==> src/rtl/intc_pkg.sv <==
package intc_pkg;
  localparam int unsigned ADDR_W = 12;

  localparam logic [ADDR_W-1:0] OFF_TYPE     = 12'h004;
  localparam logic [ADDR_W-1:0] OFF_SETEN    = 12'h100;
  localparam logic [ADDR_W-1:0] OFF_CLREN    = 12'h180;
  localparam logic [ADDR_W-1:0] OFF_SETPEND  = 12'h200;
  localparam logic [ADDR_W-1:0] OFF_CLRPEND  = 12'h280;
  localparam logic [ADDR_W-1:0] OFF_ACT_LO   = 12'h300;
  localparam logic [ADDR_W-1:0] OFF_ACT_HI   = 12'h33C;
  localparam logic [ADDR_W-1:0] OFF_PRIO     = 12'h400;
  localparam logic [ADDR_W-1:0] OFF_CTRL     = 12'hD0C;

  localparam logic [15:0] CTRL_KEY     = 16'hFA05;
  localparam logic [2:0]  GROUP_FIXED  = 3'd5;

  typedef enum logic [3:0] {
    RG_NONE, RG_TYPE, RG_SETEN, RG_CLREN, RG_SETPEND,
    RG_CLRPEND, RG_ACTIVE, RG_PRIO, RG_CTRL
  } reg_sel_e;
endpackage

==> src/rtl/intc_pend_bank.sv <==
module intc_pend_bank #(
  parameter int unsigned N = 32
) (
  input  logic         clk,
  input  logic         rst_n,
  input  logic [N-1:0] lines,
  input  logic [N-1:0] set_mask,
  input  logic [N-1:0] clr_mask,
  output logic [N-1:0] pend
);
  logic [N-1:0] prev_q;
  logic [N-1:0] rise;

  assign rise = lines & ~prev_q;

  // set sources win over clear sources in the same cycle
  always_ff @(posedge clk or negedge rst_n) begin
    if (!rst_n) begin
      prev_q <= '0;
      pend   <= '0;
    end else begin
      prev_q <= lines;
      pend   <= (pend & ~clr_mask) | set_mask | rise;
    end
  end
endmodule

==> src/rtl/intc_prio_store.sv <==
module intc_prio_store #(
  parameter int unsigned N      = 32,
  parameter int unsigned PRIO_W = 2,
  localparam int unsigned WORDS = (N + 3) / 4,
  localparam int unsigned WI_W  = (WORDS > 1) ? $clog2(WORDS) : 1
) (
  input  logic                clk,
  input  logic                rst_n,
  input  logic                wr,
  input  logic [WI_W-1:0]     word_idx,
  input  logic [3:0]          wstrb,
  input  logic [31:0]         wdata,
  output logic [N*PRIO_W-1:0] prio
);
  for (genvar n = 0; n < N; n++) begin : g_line
    localparam int unsigned BYTE = n % 4;
    localparam int unsigned WORD = n / 4;
    always_ff @(posedge clk or negedge rst_n) begin
      if (!rst_n)
        prio[n*PRIO_W +: PRIO_W] <= '0;
      else if (wr && (word_idx == WI_W'(WORD)) && wstrb[BYTE])
        prio[n*PRIO_W +: PRIO_W] <= wdata[8*BYTE+7 -: PRIO_W];
    end
  end
endmodule

==> src/rtl/intc_arbiter.sv <==
module intc_arbiter #(
  parameter int unsigned N      = 32,
  parameter int unsigned PRIO_W = 2,
  localparam int unsigned ID_W  = (N > 1) ? $clog2(N) : 1
) (
  input  logic [N-1:0]        cand,
  input  logic [N*PRIO_W-1:0] prio,
  output logic                valid,
  output logic [ID_W-1:0]     id
);
  logic [PRIO_W-1:0] best;

  // ascending scan with strict compare keeps the lowest index on ties
  always_comb begin
    valid = 1'b0;
    id    = '0;
    best  = '1;
    for (int i = 0; i < N; i++) begin
      if (cand[i] && (!valid || (prio[i*PRIO_W +: PRIO_W] < best))) begin
        valid = 1'b1;
        id    = ID_W'(i);
        best  = prio[i*PRIO_W +: PRIO_W];
      end
    end
  end
endmodule

==> src/rtl/small_intc.sv <==
module small_intc
  import intc_pkg::*;
#(
  parameter int unsigned N_IRQ  = 32,
  parameter int unsigned PRIO_W = 2,
  localparam int unsigned ID_W  = (N_IRQ > 1) ? $clog2(N_IRQ) : 1,
  localparam int unsigned WORDS = (N_IRQ + 3) / 4,
  localparam int unsigned WI_W  = (WORDS > 1) ? $clog2(WORDS) : 1
) (
  input  logic              clk,
  input  logic              rst_n,
  input  logic [11:0]       bus_addr,
  input  logic              bus_wr,
  input  logic              bus_rd,
  input  logic [3:0]        bus_wstrb,
  input  logic [31:0]       bus_wdata,
  output logic [31:0]       bus_rdata,
  output logic              bus_err,
  input  logic [N_IRQ-1:0]  irq_lines,
  output logic              irq_valid,
  output logic [ID_W-1:0]   irq_id,
  input  logic              irq_ack,
  input  logic              nmi_req,
  output logic              nmi_valid,
  input  logic              nmi_ack
);
  localparam logic [9:0] W_PRIO = OFF_PRIO[11:2];

  reg_sel_e               sel;
  logic [9:0]             wa;
  logic [9:0]             prio_off;
  logic [N_IRQ-1:0]       en_q;
  logic [N_IRQ-1:0]       pend_q;
  logic [N_IRQ-1:0]       set_pend, clr_pend, ack_mask;
  logic [N_IRQ*PRIO_W-1:0] prio_flat;
  logic [31:0]            bank_word;

  assign wa       = bus_addr[11:2];
  assign prio_off = wa - W_PRIO;

  // register decode; the active window and the type word are reserved
  always_comb begin
    sel = RG_NONE;
    if      (wa == OFF_TYPE[11:2])                          sel = RG_TYPE;
    else if (wa == OFF_SETEN[11:2])                         sel = RG_SETEN;
    else if (wa == OFF_CLREN[11:2])                         sel = RG_CLREN;
    else if (wa == OFF_SETPEND[11:2])                       sel = RG_SETPEND;
    else if (wa == OFF_CLRPEND[11:2])                       sel = RG_CLRPEND;
    else if (wa >= OFF_ACT_LO[11:2] && wa <= OFF_ACT_HI[11:2]) sel = RG_ACTIVE;
    else if (wa >= W_PRIO && wa < W_PRIO + 10'(WORDS))      sel = RG_PRIO;
    else if (wa == OFF_CTRL[11:2])                          sel = RG_CTRL;
  end

  // enable bank
  always_ff @(posedge clk or negedge rst_n) begin
    if (!rst_n)
      en_q <= '0;
    else if (bus_wr && sel == RG_SETEN)
      en_q <= en_q | bus_wdata[N_IRQ-1:0];
    else if (bus_wr && sel == RG_CLREN)
      en_q <= en_q & ~bus_wdata[N_IRQ-1:0];
  end

  // pending bank sources
  always_comb begin
    set_pend = (bus_wr && sel == RG_SETPEND) ? bus_wdata[N_IRQ-1:0] : '0;
    ack_mask = '0;
    if (irq_valid && irq_ack) ack_mask[irq_id] = 1'b1;
    clr_pend = ack_mask |
               ((bus_wr && sel == RG_CLRPEND) ? bus_wdata[N_IRQ-1:0] : '0);
  end

  intc_pend_bank #(.N(N_IRQ)) u_pend (
    .clk      (clk),
    .rst_n    (rst_n),
    .lines    (irq_lines),
    .set_mask (set_pend),
    .clr_mask (clr_pend),
    .pend     (pend_q)
  );

  intc_pend_bank #(.N(1)) u_nmi (
    .clk      (clk),
    .rst_n    (rst_n),
    .lines    (nmi_req),
    .set_mask (1'b0),
    .clr_mask (nmi_ack),
    .pend     (nmi_valid)
  );

  intc_prio_store #(.N(N_IRQ), .PRIO_W(PRIO_W)) u_prio (
    .clk      (clk),
    .rst_n    (rst_n),
    .wr       (bus_wr && sel == RG_PRIO),
    .word_idx (prio_off[WI_W-1:0]),
    .wstrb    (bus_wstrb),
    .wdata    (bus_wdata),
    .prio     (prio_flat)
  );

  intc_arbiter #(.N(N_IRQ), .PRIO_W(PRIO_W)) u_arb (
    .cand  (en_q & pend_q),
    .prio  (prio_flat),
    .valid (irq_valid),
    .id    (irq_id)
  );

  // read path; the fixed group setting is deliberately not returned
  always_comb begin
    bank_word = '0;
    bus_rdata = '0;
    case (sel)
      RG_SETEN, RG_CLREN: begin
        bank_word[N_IRQ-1:0] = en_q;
        bus_rdata = bank_word;
      end
      RG_SETPEND, RG_CLRPEND: begin
        bank_word[N_IRQ-1:0] = pend_q;
        bus_rdata = bank_word;
      end
      RG_PRIO: begin
        for (int n = 0; n < N_IRQ; n++)
          if (prio_off == 10'(n / 4))
            bus_rdata[8*(n%4)+7 -: PRIO_W] = prio_flat[n*PRIO_W +: PRIO_W];
      end
      RG_CTRL:  bus_rdata = {CTRL_KEY, 16'h0000};
      default:  bus_rdata = '0;
    endcase
  end

  assign bus_err = (bus_wr || bus_rd) && (sel == RG_TYPE);
endmodule

==> config.mk <==
export PLATFORM = sky130hd
export DESIGN_NAME = small_intc
export DESIGN_NICKNAME = d
export VERILOG_FILES = /design/src/rtl/intc_pkg.sv /design/src/rtl/intc_pend_bank.sv /design/src/rtl/intc_prio_store.sv /design/src/rtl/intc_arbiter.sv /design/src/rtl/small_intc.sv
export SDC_FILE = /design/constraint.sdc
export NUM_CORES = 1
export LEC_CHECK = 0
export BUFFER_PORTS_ARGS = -buffer_cell sky130_fd_sc_hd__buf_4
export CORE_MARGIN = 4
export CORE_UTILIZATION = 30
export DETAILED_ROUTE_END_ITERATION = 8
export GPL_ROUTABILITY_DRIVEN = 0
export PLACE_DENSITY = 0.43
export SLEW_MARGIN = 15
export SYNTH_ARGS = -nofsm -noshare
export SYNTH_HDL_FRONTEND = slang
export SYNTH_SLANG_ARGS = --single-unit
==> constraint.sdc <==
create_clock -name clk -period 19.8 [get_ports clk]
set_input_delay 3.96 -clock clk [delete_from_list [all_inputs] [get_ports clk]]
set_output_delay 3.96 -clock clk [all_outputs]
set_load 0.1 [all_outputs]
# Word-level counts from Yosys, hierarchy flattened
# Cells that the tools add are included.
dict set report classes {
  n_addsub 1
  n_lt_le_gt_ge 37
  eq_ne 27
  muxes 149
  bitwise 16
  n_reduce_logical 149
}
# op n
set op_table {}
lappend op_table {{$mux 32} 5}
lappend op_table {{$mux 2} 65}
lappend op_table {{$and 32x32->32} 4}
lappend op_table {{$or 32x32->32} 4}
lappend op_table {{$not 32->32} 3}
lappend op_table {{$logic_and 1x1->1} 81}
lappend op_table {{$mux 5} 16}
lappend op_table {{$mux 4} 16}
lappend op_table {{$lt 2x2->1} 31}
lappend op_table {{$eq 10x3->1 const B} 4}
lappend op_table {{$pmux 6 s3} 2}
lappend op_table {{$mux 1} 34}
lappend op_table {{$logic_or 1x1->1} 32}
lappend op_table {{$logic_not 1->1} 31}
lappend op_table {{$pmux 6 s2} 2}
lappend op_table {{$eq 10x1->1 const B} 2}
lappend op_table {{$eq 10x2->1 const B} 2}
lappend op_table {{$eq 10x7->1 const B} 2}
lappend op_table {{$eq 10x8->1 const B} 2}
lappend op_table {{$pmux 2 s3} 3}
lappend op_table {{$eq 3x3->1 const B} 4}
lappend op_table {{$eq 4x3->1 const B} 3}
lappend op_table {{$mux 3} 4}
lappend op_table {{$eq 10x10->1 const B} 1}
lappend op_table {{other kinds (21)} 26}
dict set report word_totals {
  register_bits 162
  out_inout_bits 40
  elab_cells 416
}

# Depth between registers and ports, before layout
# Gate-level depths: netlist (run 1).
dict set report logic_depth {
  depth_word 136
  ltp_mapped 31
  mapped_depth_nobuf 28
}

# Hierarchy
# From an unflattened synthesis (run 1), not the netlist that was laid out.
dict set report unflattened {
  cells_unflattened 1305
  area_unflattened_um2 11293.3
}
# mod instances cells_each area_each_um2
set by_module_without_submodules {}
lappend by_module_without_submodules {small_intc 1 438 3321.9}
lappend by_module_without_submodules {intc_arbiter 1 530 3175.5}
lappend by_module_without_submodules {intc_prio_store 1 172 2566.2}
lappend by_module_without_submodules {{intc_pend_bank (u_pend)} 1 160 2162.1}
lappend by_module_without_submodules {{intc_pend_bank (u_nmi)} 1 5 67.6}

# Worst setup path before layout (run 1)
# Ideal clock, no wire load.
dict set report synth_timing {
  path_type {input to output}
  startpoint {in bus_addr[11]}
  endpoint {out bus_rdata[7]}
  arrival_ns 8.869
  required_ns 15.840
  path_slack_ns 6.971
  cell_stages 5
  path_buffers 0
  cell_sequence {or4_1 > or3b_2 > nor2_1 > nand2_1 > o311ai_0}
}
dict set report synth_via {
  elab_chain_cells 12
  elab_cells_between_ends 45
}
# item line_no
set synth_lines {}
lappend synth_lines {{from (decl)} small_intc.sv:12} ;# input logic [11:0] bus_addr,
lappend synth_lines {{$ge 10x9->1 (tied with other cells)} small_intc.sv:50} ;# else if (wa >= W_PRIO && wa < W_PRIO + 10'(WORDS)) sel = RG_PRIO;
lappend synth_lines {{$logic_and 1x1->1 or $mux 4 (tied branches)} {small_intc.sv:50, small_intc.sv:51}}
lappend synth_lines {{$mux 4} small_intc.sv:50}
lappend synth_lines {{$mux 4} small_intc.sv:49} ;# else if (wa >= OFF_ACT_LO[11:2] && wa <= OFF_ACT_HI[11:2]) sel = RG_ACTIVE;
lappend synth_lines {{$mux 4} small_intc.sv:48} ;# else if (wa == OFF_CLRPEND[11:2]) sel = RG_CLRPEND;
lappend synth_lines {{$mux 4} small_intc.sv:47} ;# else if (wa == OFF_SETPEND[11:2]) sel = RG_SETPEND;
lappend synth_lines {{$mux 4} small_intc.sv:46} ;# else if (wa == OFF_CLREN[11:2]) sel = RG_CLREN;
lappend synth_lines {{$mux 4} small_intc.sv:45} ;# else if (wa == OFF_SETEN[11:2]) sel = RG_SETEN;
lappend synth_lines {{$mux 4} small_intc.sv:44} ;# if (wa == OFF_TYPE[11:2]) sel = RG_TYPE;
lappend synth_lines {{$eq 4x3->1 or $eq 4x2->1 (tied branches)} n/a}
lappend synth_lines {{$reduce_or 2->1} n/a}
lappend synth_lines {{$pmux 2 s3 *} small_intc.sv:112} ;# case (sel)
lappend synth_lines {{to (decl)} small_intc.sv:17} ;# output logic [31:0] bus_rdata,
# Every way passes the cells marked *; elsewhere a longest branch is shown, timed or not.

# Final worst setup path (run 1)
dict set report layout_timing {
  startpoint {reg u_pend.pend[2]}
  endpoint {out irq_id[4]}
}
dict set report layout_via {
  elab_chain_cells 119
  elab_cells_between_ends 192
}
# item line_no
set layout_lines {}
lappend layout_lines {{from (decl)} intc_pend_bank.sv:9} ;# output logic [N-1:0] pend
lappend layout_lines {{from (signal assigned)} intc_pend_bank.sv:23} ;# pend <= (pend & ~clr_mask) | set_mask | rise;
lappend layout_lines {{$and 32x32->32 *} small_intc.sv:102} ;# .cand (en_q & pend_q),
lappend layout_lines {{$logic_and 1x1->1 *} intc_arbiter.sv:19} ;# if (cand[i] && (!valid || (prio[i*PRIO_W +: PRIO_W] < best))) begin
lappend layout_lines {{$mux 2 or $mux 1 (tied branches)} intc_arbiter.sv:19}
lappend layout_lines {{$lt 2x2->1 or $logic_not 1->1 (tied branches)} intc_arbiter.sv:19}
lappend layout_lines {{$logic_or 1x1->1} intc_arbiter.sv:19}
lappend layout_lines {{$logic_and 1x1->1} intc_arbiter.sv:19}
lappend layout_lines {{$mux 2 or $mux 1 (tied branches)} intc_arbiter.sv:19}
lappend layout_lines {{$lt 2x2->1 or $logic_not 1->1 (tied branches)} intc_arbiter.sv:19}
lappend layout_lines {{[... 103 more ...]} n/a}
lappend layout_lines {{$lt 2x2->1 or $logic_not 1->1 (tied branches)} intc_arbiter.sv:19}
lappend layout_lines {{$logic_or 1x1->1} intc_arbiter.sv:19}
lappend layout_lines {{$logic_and 1x1->1} intc_arbiter.sv:19}
lappend layout_lines {{$mux 2 or $mux 1 (tied branches)} intc_arbiter.sv:19}
lappend layout_lines {{$lt 2x2->1 or $logic_not 1->1 (tied branches)} intc_arbiter.sv:19}
lappend layout_lines {{$logic_or 1x1->1} intc_arbiter.sv:19}
lappend layout_lines {{$logic_and 1x1->1} intc_arbiter.sv:19}
lappend layout_lines {{$mux 5 *} intc_arbiter.sv:19}
lappend layout_lines {{to (decl)} small_intc.sv:21} ;# output logic [ID_W-1:0] irq_id,
# Marked as above.

==> flow_metrics.env, run 1 <==
export IMPL_worst_pin_slew_ns=1.12
export IMPL_setup_viol=0
export IMPL_cp_end_kind="output port"
export IMPL_htreeDepth=4
export IMPL_ios=127
export IMPL_hold_viol_final=0
export IMPL_rsz0062_at_grt="no"
export IMPL_async_reset_ff_share_pct=100
export IMPL_core_um2=36500
export IMPL_initial_core_util_pct=30.3
export IMPL_wl_per_cell_um=23.8
export IMPL_status="finished clean"
export IMPL_hold_path_class="flip-flop to flip-flop"
export IMPL_p_switching_uw=387
export IMPL_final_setup_skew_ns=0.0130
export IMPL_worstSetupStartpointType="flip-flop"
export IMPL_drtPass1Iterations=7
export IMPL_diodes=0
export IMPL_synth_simple_area_share_pct=24.8
export IMPL_overflow=0
export IMPL_p_per_area_nw_per_um2=76.1
export IMPL_mostFrequentLayoutCells="nand2_1, dfrtp_1, buf_4"
export IMPL_io_buffers=124
export IMPL_wl_um=44800
export IMPL_post_route_util_pct=35.7
export IMPL_place_inst=1850
export IMPL_final_common_cell="nand2_1"
export IMPL_route_antenna_remaining_nets=0
export IMPL_fp_dieW_um=200
export IMPL_synth_mux_area_share_pct=7.39
export IMPL_layout_min_cycle_time_ns=12.18
export IMPL_dpl_hpwl_um=34100
export IMPL_die_h_um=200
export IMPL_drive_above_1_share_pct=20.7
export IMPL_antenna_found_initial=0
export IMPL_fin_nets=1490
export IMPL_clockBufferDepth=2
export IMPL_via_count=10900
export IMPL_cts_sinks=162
export IMPL_postCtsSetupBuffers=0
export IMPL_synth_top_area_cell="dfrtp_1"
export IMPL_critPathArrivalTime_ns=8.22
export IMPL_viasPerCell=5.78
export IMPL_grt_pass1_wl_um=68100
export IMPL_max_clock_freq_ghz=0.0821
export IMPL_synth_flop_cell="dfrtp_1"
export IMPL_clkPwrFrac_pct=31.9
export IMPL_syn_area_per_cell_um2=8.52
export IMPL_p_sw_share_pct=39.1
export IMPL_drt_drc_violations_left=0
export IMPL_path_class="flip-flop to output port"
export IMPL_synth_top_family_by_area="compound AO/OA/AOI/OAI gates"
export IMPL_fin_crit_sh_pct=61.5
export IMPL_cp_required_ns=15.84
export IMPL_power_internal_uw=605
export IMPL_seqPwrFrac_pct=37.0
export IMPL_netlist_instances=1300
export IMPL_cts_buffers_inserted=17
export IMPL_synth_fa_ha_area_share_pct=0.316
export IMPL_cts_tree="yes"
export IMPL_synthXorXnorAreaFrac_pct=0
export IMPL_synth_edf_count=0
export IMPL_synth_seq_cells=162
export IMPL_clk_pin_slew_ns=0.07
export IMPL_dieArea_um2=40000
export IMPL_seq_area_frac_synth_pct=36.6
export IMPL_ctsHoldBuffers=0
export IMPL_cts_root_buffer="clkbuf_16"
export IMPL_finalNonFillerCells=1881
export IMPL_synth_compound_area_share_pct=28.2
export IMPL_area_growth_pct=17.7
export IMPL_p_leak_nw=5.46
export IMPL_grt_pass1_vias=10700
export IMPL_yosys_area_top_type_share_pct=36.6
export IMPL_synth_net_count=1389
export IMPL_insertion_delay_ns=0.44
export IMPL_ir_worst_vdd_v=0.0000827
export IMPL_synth_area_um2=11100
export IMPL_synth_area_leaders="dfrtp_1, nand2_1, mux2_2, a21oi_1, o21ai_0"
export IMPL_worst_path_max_fanout=10
export IMPL_p_comb_share_pct=31.1
export IMPL_drt_iter0_markers=999
export IMPL_postCtsResizedCells=0
export IMPL_yosys_warnings=0
export IMPL_maxCapViolCount=0
export IMPL_setup_tns_ns=0
export IMPL_ys_types=96
export IMPL_slew_viol_final=0
export IMPL_grtUsageTotal_pct=22.0
export IMPL_worst_slew_margin_rel_pct=24.8
export IMPL_rows=70
export IMPL_grt_max_degree=93
## logic make-up after synthesis
logic type / count (synthesis)
simple gates: 543
compound gates: 444
flops: 162
buf+inv: 75
mux: 73
fa+ha+maj: 3
## power by group through the flow
| stage | Combinational [mW] | Clock (mW) | Sequential [mW] |
|---|---|---|---|
| floorplan | 0.215 | 0 | 0.363 |
| global placement | 0.306 | 0 | 0.372 |
| detailed placement | 0.307 | 0 | 0.372 |
| CTS | 0.308 | 0.325 | 0.366 |
| global route | 0.335 | 0.338 | 0.369 |
| finish | 0.308 | 0.317 | 0.367 |
## final timing paths
kind / from / end / slack [ns] / depth (start not counted)
worst min-delay path: u_nmi.prev_q$_DFF_PN0_ / u_nmi.pend$_DFF_PN0_ / 0.43 / 1
worst max-delay path: u_pend.pend[2]$_DFF_PN0_ / irq_id[4] / 7.62 / 27
worst max register to register: u_pend.pend[2]$_DFF_PN0_ / u_pend.pend[6]$_DFF_PN0_ / 11.66 / 28
max in group asynchronous: rst_n / u_prio.prio[53]$_DFFE_PN0P_ / 14.75 / 2
min in group asynchronous: rst_n / async pin / 3.54 / 1
worst min register to register: u_nmi.prev_q$_DFF_PN0_ / u_nmi.pend$_DFF_PN0_ / 0.43 / 1
## synthesized netlist by cell type, drive strengths merged, types with 12 or more instances
master    n
nand2   229
dfrtp   162
a21oi    87
o21ai    76
mux2     70
nor2     70
nand3    42
nor2b    41
nor3     40
a31oi    39
clkbuf   39
a21boi   35
a22o     27
a22oi    25
inv      22
a211oi   15
buf      14
nand3b   14
or2      14
nand2b   13
nand4    13
nor4     12
## metal layers
layer | global-route usage, % | up-vias | part of all wire [%]
li1 | - | 5108 | -
met1 | 33.0 | 5327 | 50
met2 | 31.3 | 379 | 41
met3 | 4.58 | 64 | 6.4
met4 | 7.72 | 0 | 3.0
met5 | 0 | - | 0
## metrics by stage
stage          cell area [um^2]  power (mW)  setup WS (ns)  hold WS, ns
2_1_floorplan             11100       0.578           6.97        0.399
6_report                  13000       0.992           7.62        0.426
3_3_place_gp              12500       0.678           8.14        0.406
4_1_cts                   13000       0.999           7.64        0.430
5_1_grt                   13000        1.04           7.00        0.449
3_5_place_dp              12500       0.679           8.20        0.421
## critical path, cell delays in order, from the launching register on
cell      delay, ns
dfrtp_1        0.49
a222oi_1       0.68
nand4_2        0.42
nor3_4         0.46
nand2_1        0.27
o32ai_1        0.65
a31oi_1        0.18
o22a_1         0.23
a21boi_0       0.18
nand2_1        0.21
nand3_1        0.17
o41ai_1        0.35
o21ai_1        0.26
mux2i_1        0.29
ha_1           0.27
or2_2          0.29
a21oi_1        0.22
a21oi_2        0.14
nand2_1        0.10
o21ai_0        0.09
ha_1           0.29
nor2_1         0.04
nor2_1         0.08
nor2_1         0.07
a31oi_4        0.29
and4_1         0.52
nand3_2        0.20
buf_4          0.29
## area by class of cell
type | count | area (um^2)
clock buffers | 18 | 439
clock inverters | 13 | 104
fillers | 3816 | 23500
inverters | 22 | 82.6
multi-input cells | 1063 | 6750
flip-flops and latches | 162 | 4050
well taps | 468 | 586
repair buffers | 135 | 1020
Note: power is estimated with default switching activity, not from simulation.
==> run 2: changes to the inputs <==
==> constraint.sdc (replaced) <==
create_clock -name clk -period 12.2 [get_ports clk]
set_input_delay 2.44 -clock clk [delete_from_list [all_inputs] [get_ports clk]]
set_output_delay 2.44 -clock clk [all_outputs]
set_load 0.1 [all_outputs]
==> run 2 against run 1 <==
Effect of this change: setup slack worse by 6.0 ns; routed wire length is 1.0% higher; cell area is 0.24% higher; sequential share of layout area is 0.075 points lower.
==> flow_metrics.env, run 2 (synthesis gave the netlist of run 1 again) <==
export IMPL_worst_slew_margin_rel_pct=28.4
export IMPL_crit_slowest_cell="or4_1"
export IMPL_fin_nets=1490
export IMPL_worst_path_most_repeated_cell="nor2_1"
export IMPL_cts_sinks=162
export IMPL_ios=127
export IMPL_viasPerCell=5.80
export IMPL_ctsHoldBuffers=0
export IMPL_max_clock_freq_ghz=0.0944
export IMPL_multi_input_area_um2=6750
export IMPL_worst_path_max_fanout=16
export IMPL_cp_required_ns=9.76
export IMPL_dpl_hpwl_um=34200
export IMPL_status="finished clean"
export IMPL_hold_viol_final=0
export IMPL_final_common_cell="nand2_1"
export IMPL_fin_crit_sh_pct=86.9
export IMPL_die_h_um=200
export IMPL_p_per_area_nw_per_um2=125
export IMPL_insertion_delay_ns=0.45
export IMPL_rsz0062_at_grt="no"
export IMPL_drt_drc_violations_left=0
export IMPL_mostFrequentLayoutCells="nand2_1, dfrtp_1, buf_4"
export IMPL_cts_root_buffer="clkbuf_16"
export IMPL_placed_cell_area_um2=12500
export IMPL_hold_path_class="flip-flop to flip-flop"
export IMPL_final_setup_skew_ns=0.0123
export IMPL_postCtsSetupBuffers=0
export IMPL_place_inst=1850
export IMPL_overflow=0
export IMPL_wl_um=45300
export IMPL_fp_dieW_um=200
export IMPL_grt_pass1_wl_um=68200
export IMPL_cts_buffers_inserted=17
export IMPL_dieArea_um2=40000
export IMPL_grt_pass1_vias=10500
export IMPL_clk_pin_slew_ns=0.07
export IMPL_via_count=10900
export IMPL_cts_tree="yes"
export IMPL_diodes=0
export IMPL_layout_min_cycle_time_ns=10.60
export IMPL_seq_area_um2=4050
export IMPL_fin_area_um2=13100
export IMPL_grtUsageTotal_pct=22.0
export IMPL_route_antenna_remaining_nets=0
export IMPL_cp_end_kind="output port"
export IMPL_critPathArrivalTime_ns=8.16
export IMPL_wl_per_cell_um=24.1
export IMPL_htreeDepth=4
export IMPL_worst_pin_slew_ns=1.07
export IMPL_io_buffers=124
export IMPL_initial_core_util_pct=30.3
export IMPL_area_growth_pct=18.0
export IMPL_ir_worst_vdd_v=0.000211
export IMPL_postCtsResizedCells=0
export IMPL_critPathMaxStageDelay_ns=0.77
export IMPL_maxCapViolCount=0
export IMPL_drive_above_1_share_pct=20.7
export IMPL_antenna_found_initial=0
export IMPL_worstSetupStartpointType="flip-flop"
export IMPL_grt_max_degree=97
export IMPL_core_um2=36500
export IMPL_clockBufferDepth=2
export IMPL_setup_viol=0
export IMPL_fill_cells=3791
export IMPL_drt_iter0_markers=1043
export IMPL_rows=70
export IMPL_path_class="flip-flop to output port"
export IMPL_slew_viol_final=0
export IMPL_post_route_util_pct=35.8
export IMPL_p_leak_nw=5.48
export IMPL_finalNonFillerCells=1882
export IMPL_drtPass1Iterations=5
export IMPL_setup_tns_ns=0
export IMPL_power_mw=1.64
==> run 2: cell types whose count changed in the layout (fill, tap and decap cells not counted), sizes merged <==
cell,delta
bufinv,+1
clkbuf,+3
clkinv,+2
clkinvlp,-2
inv,-3
==> run 2: worst paths after layout <==
path,startpoint,endpoint,slack (ns),cells past startpoint
min in group asynchronous,rst_n,u_prio.prio[18]$_DFFE_PN0P_,2.12,1
max,u_prio.prio[5]$_DFFE_PN0P_,irq_id[3],1.60,25
max reg2reg,u_prio.prio[5]$_DFFE_PN0P_,u_pend.pend[6]$_DFF_PN0_,4.14,26
min,u_nmi.prev_q$_DFF_PN0_,u_nmi.pend$_DFF_PN0_,0.42,1
min reg2reg,u_nmi.prev_q$_DFF_PN0_,u_nmi.pend$_DFF_PN0_,0.42,1
max in group asynchronous,rst_n,async pin,8.58,2
==> run 2: worst max-delay path, delay by kind of cell, from the launching register on <==
kind	cells	cell delay, ns
flip-flops	1	0.49
adder cells (fa/ha/maj)	2	0.57
multiplexers	1	0.35
AND/OR/NAND/NOR	13	3.99
AO/OA/AOI/OAI	7	1.75
buffers and inverters	2	0.52
==> run 2: layer usage <==
metal / global-route usage [%] / wire length [um] / vias up
met1: 33.6 / 22200 / 5380
met2: 32.1 / 19400 / 353
li1: - / - / 5127
met4: 6.47 / 1080 / 0
met3: 3.32 / 2580 / 53
met5: 0 / 0 / -
==> run 2: layout make-up <==
type / instances / area share (%)
inverters: 22 / 0.632
flip-flops and latches: 162 / 31.0
clock buffers: 21 / 3.60
well taps: 468 / 4.48
repair buffers: 135 / 7.79
clock inverters: 11 / 0.795
multi-input cells: 1063 / 51.7
==> run 2: where the power goes <==
part / internal (mW) / switching, mW
Clock: 0.298 / 0.244
Sequential: 0.560 / 0.0342
Combinational: 0.153 / 0.348
Total: 1.01 / 0.626
==> run 2: per-stage QoR <==
| stage | hold WS [ns] | setup slack (ns) |
|---|---|---|
| finish | 0.423 | 1.60 |
| detailed placement | 0.418 | 2.18 |
| global placement | 0.406 | 2.12 |
| CTS | 0.427 | 1.66 |
| global route | 0.445 | 1.04 |
| floorplan | 0.399 | 2.41 |
